==> config.mk <==
export PLATFORM = sky130hd
export DESIGN_NAME = fwd_unit
export DESIGN_NICKNAME = d
export VERILOG_FILES = /design/src/rtl/fwd_pkg.sv /design/src/rtl/fwd_wb_value.sv /design/src/rtl/fwd_source_sel.sv /design/src/rtl/fwd_operand2.sv /design/src/rtl/fwd_store_path.sv /design/src/rtl/fwd_unit.sv
export SDC_FILE = /design/constraint.sdc
export NUM_CORES = 1
export LEC_CHECK = 0
export BUFFER_PORTS_ARGS = -buffer_cell sky130_fd_sc_hd__buf_2
export CAP_MARGIN = 20
export CELL_PAD_IN_SITES_DETAIL_PLACEMENT = 1
export CELL_PAD_IN_SITES_GLOBAL_PLACEMENT = 2
export CORE_MARGIN = 8
export CORE_UTILIZATION = 14
export DETAILED_ROUTE_END_ITERATION = 8
export GPL_ROUTABILITY_DRIVEN = 0
export GPL_TIMING_DRIVEN = 0
export PLACE_DENSITY_LB_ADDON = 0.1
export SLEW_MARGIN = 10
export SYNTH_ARGS = -nofsm -noshare
export SYNTH_HDL_FRONTEND = slang
export SYNTH_SLANG_ARGS = --single-unit
==> constraint.sdc <==
create_clock -name vclk -period 2
set_clock_uncertainty 0.15 [all_clocks]
set_input_delay 0.2 -clock vclk [all_inputs]
set_output_delay 0.2 -clock vclk [all_outputs]
set_load 0.02 [all_outputs]
==> src/rtl/fwd_pkg.sv <==
// Package: shared encodings for the operand forwarding unit.
// Assumes the operand-2 source code is 2 bits wide.
package fwd_pkg;

    // Operand-2 source selection codes
    typedef enum logic [1:0] {
        SRC_REG  = 2'd0,
        SRC_SIMM = 2'd1,
        SRC_ZIMM = 2'd2,
        SRC_ZERO = 2'd3
    } alu_src_e;

endpackage

==> src/rtl/fwd_wb_value.sv <==
// Module: picks the value an instruction in write-back will commit.
// Assumes the load data and ALU result are both valid when sampled.
module fwd_wb_value #(
    parameter int XLEN = 32
) (
    input  logic            mem_to_reg,
    input  logic [XLEN-1:0] alu_result,
    input  logic [XLEN-1:0] mem_data,
    output logic [XLEN-1:0] wb_value
);

    // Load results come from memory, all others from the ALU
    always_comb begin
        wb_value = mem_to_reg ? mem_data : alu_result;
    end

endmodule

==> src/rtl/fwd_source_sel.sv <==
// Module: resolves one source register against the two later stages.
// Assumes register 0 is hardwired to zero and is never a forwarding target.
module fwd_source_sel #(
    parameter int XLEN  = 32,
    parameter int REG_AW = 5
) (
    input  logic [REG_AW-1:0] src_num,
    input  logic [XLEN-1:0]   stage_val,
    input  logic              exmem_reg_write,
    input  logic [REG_AW-1:0] exmem_write_reg,
    input  logic [XLEN-1:0]   exmem_value,
    input  logic              memwb_reg_write,
    input  logic [REG_AW-1:0] memwb_write_reg,
    input  logic [XLEN-1:0]   memwb_value,
    output logic [XLEN-1:0]   src_val
);

    logic src_nonzero;
    logic exmem_hit;
    logic memwb_hit;

    // Match detection for each producing stage
    always_comb begin
        src_nonzero = (src_num != '0);
        exmem_hit   = exmem_reg_write && (exmem_write_reg == src_num) && src_nonzero;
        memwb_hit   = memwb_reg_write && (memwb_write_reg == src_num) && src_nonzero;
    end

    // Priority select: newest producer first
    always_comb begin
        if (exmem_hit) begin
            src_val = exmem_value;
        end else if (memwb_hit) begin
            src_val = memwb_value;
        end else begin
            src_val = stage_val;
        end
    end

endmodule

==> src/rtl/fwd_operand2.sv <==
// Module: final operand-2 select between forwarded register and immediates.
// Assumes IMM_W is less than XLEN.
module fwd_operand2 #(
    parameter int XLEN  = 32,
    parameter int IMM_W = 16
) (
    input  logic [1:0]       alu_src,
    input  logic [XLEN-1:0]  reg_val,
    input  logic [IMM_W-1:0] imm,
    output logic [XLEN-1:0]  operand
);

    import fwd_pkg::*;

    localparam int EXT_W = XLEN - IMM_W;

    logic [XLEN-1:0] imm_sext;
    logic [XLEN-1:0] imm_zext;

    // Both extensions of the immediate field
    always_comb begin
        imm_sext = {{EXT_W{imm[IMM_W-1]}}, imm};
        imm_zext = {{EXT_W{1'b0}}, imm};
    end

    // Source code decode
    always_comb begin
        case (alu_src_e'(alu_src))
            SRC_REG:  operand = reg_val;
            SRC_SIMM: operand = imm_sext;
            SRC_ZIMM: operand = imm_zext;
            default:  operand = '0;
        endcase
    end

endmodule

==> src/rtl/fwd_store_path.sv <==
// Module: memory write-data select for a store in the memory stage.
// Assumes only the write-back stage can bypass into the store port.
module fwd_store_path #(
    parameter int XLEN  = 32,
    parameter int REG_AW = 5
) (
    input  logic              mem_write,
    input  logic [REG_AW-1:0] rt_num,
    input  logic [XLEN-1:0]   rt_val,
    input  logic              memwb_reg_write,
    input  logic [REG_AW-1:0] memwb_write_reg,
    input  logic [XLEN-1:0]   memwb_value,
    output logic [XLEN-1:0]   wdata
);

    logic bypass;

    // Detect a store saving the register just produced ahead of it
    always_comb begin
        bypass = mem_write && memwb_reg_write &&
                 (memwb_write_reg == rt_num) && (rt_num != '0);
    end

    // Write-data mux
    always_comb begin
        wdata = bypass ? memwb_value : rt_val;
    end

endmodule

==> src/rtl/fwd_unit.sv <==
// Module: top of the forwarding network for the EX and MEM stages.
// Assumes all inputs come straight from pipeline registers; purely combinational.
module fwd_unit #(
    parameter int XLEN   = 32,
    parameter int REG_AW = 5,
    parameter int IMM_W  = 16
) (
    input  logic [REG_AW-1:0] idex_rs_num,
    input  logic [XLEN-1:0]   idex_rs_val,
    input  logic [REG_AW-1:0] idex_rt_num,
    input  logic [XLEN-1:0]   idex_rt_val,
    input  logic [IMM_W-1:0]  idex_imm16,
    input  logic [1:0]        idex_alu_src,
    input  logic              exmem_reg_write,
    input  logic [REG_AW-1:0] exmem_write_reg,
    input  logic [XLEN-1:0]   exmem_alu_result,
    input  logic              exmem_mem_write,
    input  logic [REG_AW-1:0] exmem_rt_num,
    input  logic [XLEN-1:0]   exmem_rt_val,
    input  logic              memwb_reg_write,
    input  logic              memwb_mem_to_reg,
    input  logic [REG_AW-1:0] memwb_write_reg,
    input  logic [XLEN-1:0]   memwb_alu_result,
    input  logic [XLEN-1:0]   memwb_mem_data,
    output logic [XLEN-1:0]   alu_in1,
    output logic [XLEN-1:0]   alu_in2,
    output logic [XLEN-1:0]   store_data
);

    localparam int NUM_SRC = 2;

    logic [XLEN-1:0]   wb_value;
    logic [REG_AW-1:0] src_num [NUM_SRC];
    logic [XLEN-1:0]   src_raw [NUM_SRC];
    logic [XLEN-1:0]   src_fwd [NUM_SRC];

    // Gather both source operands into indexed arrays
    always_comb begin
        src_num[0] = idex_rs_num;
        src_raw[0] = idex_rs_val;
        src_num[1] = idex_rt_num;
        src_raw[1] = idex_rt_val;
    end

    fwd_wb_value #(.XLEN(XLEN)) u_wb_value (
        .mem_to_reg (memwb_mem_to_reg),
        .alu_result (memwb_alu_result),
        .mem_data   (memwb_mem_data),
        .wb_value   (wb_value)
    );

    for (genvar g = 0; g < NUM_SRC; g++) begin : g_src
        fwd_source_sel #(.XLEN(XLEN), .REG_AW(REG_AW)) u_sel (
            .src_num         (src_num[g]),
            .stage_val       (src_raw[g]),
            .exmem_reg_write (exmem_reg_write),
            .exmem_write_reg (exmem_write_reg),
            .exmem_value     (exmem_alu_result),
            .memwb_reg_write (memwb_reg_write),
            .memwb_write_reg (memwb_write_reg),
            .memwb_value     (wb_value),
            .src_val         (src_fwd[g])
        );
    end

    fwd_operand2 #(.XLEN(XLEN), .IMM_W(IMM_W)) u_operand2 (
        .alu_src (idex_alu_src),
        .reg_val (src_fwd[1]),
        .imm     (idex_imm16),
        .operand (alu_in2)
    );

    fwd_store_path #(.XLEN(XLEN), .REG_AW(REG_AW)) u_store (
        .mem_write       (exmem_mem_write),
        .rt_num          (exmem_rt_num),
        .rt_val          (exmem_rt_val),
        .memwb_reg_write (memwb_reg_write),
        .memwb_write_reg (memwb_write_reg),
        .memwb_value     (wb_value),
        .wdata           (store_data)
    );

    // Operand 1 is always the forwarded first source
    always_comb begin
        alu_in1 = src_fwd[0];
    end

endmodule

==> run metrics <==
Mapped Cells=429; IO Port Bufs=331; WP buf/inv=6; Area Overhead vs Synth=161%; worst vdd ir=92.2 µV; Seq/Total Area, Yosys=0; cts hold-fix bufs=0; Final Hold Fails=0; Final Max Slew Viols=0; first-pass GRT wire length=37.4 mm; slowest CP cell=or4_4; grt ovf=0; die height=162 µm; Placed Instances=1036; Lkg Pwr=3.28 nW; CP arrival=1.99 ns; post-DP HPWL=20.4 mm; Crit Path Class=input pin to output pin; DRT Wirelength=26.0 mm; CP max FO=5; Critical Path End Type=output pin; unrepaired setup endpoints after global routing=yes; register area=0 µm²; Mapped Area=2980 µm²; Starting Density=0.142; Ports=335; post-synth top area cell=mux2_2; Critical Path Start=idex_rt_num[0]; CP max stage delay=0.53 ns; most common library cells after synthesis=77 x o21ai_0, 64 x mux2_2, 48 x mux2i_1; Non-Filler Instances=1082; WHS=0.567 ns; pin count of the biggest net entering global routing=11; Layout Utilization=0.370; Top delay family on crit path=buffers and inverters; Worst path most repeated cell=buf_12; Worst-Margin Slew=0.655 ns; Setup WS post-layout=-0.344 ns; top post-synthesis cells by area=mux2_2 24%, mux2i_1 16%, o21ai_0 13%, a21oi_1 5.4%, o41ai_1 4.7%; die area=26200 µm²; Clock Buffer Count=0; Syn Area/Cell=6.94 µm²; vias in the first global route=5701; CP Launch Type=input pin; Placeable Area=21000 µm²; post-placement cell area=5390 µm²; CP Depth=11; DRC viols=0; Final min period=2.34 ns; vias=5039; ratio of cells with drive above 1 in the final layout=0.801; via/cell ratio=4.66; ANT nets after route=0; Core Rows=53; most common cell in the netlist=o21ai_0; CP cell instances=buf_12 -> or4_4 -> nor2_4 -> buf_6 -> buf_12 -> nor3_4 -> buf_12 -> clkbuf_16 -> mux2i_4 -> a21oi_4 -> buf_6; Final Cycle Share=1.17; required time worst endpoint=1.65 ns; final net count=1047; total power=1.77 mW; DRT iter0 DRCs=128; Pre-antenna DRT Iters=4; Syn Nets=668; Sum Neg Setup Slack=-18.46 ns; post-route cell area=7750 µm²; Max-Slew Margin vs Limit=0.563; Power Dens Cells=228 nW/µm²; post-place setup slack=-0.992 ns; MaxCap Viol Count=0; Die W=162 µm; Critical Path Sink=alu_in2[21]; total track usage=0.184; synth unique cells=31; antenna violations before repair=2; Ys Warns=0; failing checks=setup timing; share of the synthesized area in the top cell type=0.242; fmax=0.427 GHz; worst hold-check path type=input pin to output pin; status=finished, violations left; Avg WL per Cell=24.0 µm; flip-flop and latch count=0; setup violators final=88
## kinds of logic after synthesis
kind of cell,count (synthesis),synth area share
XOR/XNOR,24,0.0731
AND/OR/NAND/NOR,70,0.114
AO/OA/AOI/OAI,162,0.322
multiplexers,112,0.404
buffers and inverters,61,0.0866
## worst min path at each step
stage | startpoint | to | slack (ns) | cells after the start
2_1_floorplan | exmem_alu_result[10] | alu_in1[10] | 0.39 | 2
3_3_place_gp | exmem_rt_val[4] | store_data[4] | 0.60 | 3
5_1_grt | exmem_rt_val[22] | store_data[22] | 0.58 | 3
6_report | exmem_alu_result[6] | alu_in1[6] | 0.57 | 4
4_1_cts | exmem_alu_result[23] | alu_in1[23] | 0.57 | 4
3_5_place_dp | exmem_rt_val[7] | store_data[7] | 0.60 | 3
## metal layers
metal / up-vias / global-route usage / share of wire
li1: 2395 / - / -
met1: 2468 / 0.223 / 0.42
met2: 166 / 0.343 / 0.52
met3: 6 / 0.0382 / 0.058
met4: 4 / 0.00589 / 0.0022
met5: - / 0 / 0.00077
## power breakdown
group          internal (mW)  switching (mW)
sequential                 0               0
clock           0.0000000673               0
combinational          0.866           0.901
## final cells by class
cell class | instances | area (µm²)
antenna | 1 | 2.50
tap | 275 | 344
multi-input combinational | 368 | 3900
buffer | 41 | 492
timing repair buffer | 379 | 2950
fill | 2460 | 13200
inverter | 18 | 67.6
## timing repair
action	in CTS	in global routing
resized for setup	384	117
buffers inserted	34	3
endpoints found under the setup margin	96	96
cloned	11	3
pin swaps	76	35
## cells in the final DEF (no fill, tap or decap), drive strengths merged
cell type,netlist,layout
nand3,16,16
o2111ai,1,1
diode,0,1
or4,3,3
or3,1,1
nor4,4,4
buf,16,391
xnor2,17,17
nor3,1,1
xor2,7,7
o21ai,79,79
o41ai,16,16
o31ai,17,17
nor2b,1,1
inv,18,18
clkbuf,27,29
and2,1,1
mux2,64,64
a21oi,32,32
nand2,37,37
nand4,3,3
mux2i,48,48
nor2,3,3
a21o,1,1
a22oi,16,16
(Power assumes the default switching activity.)
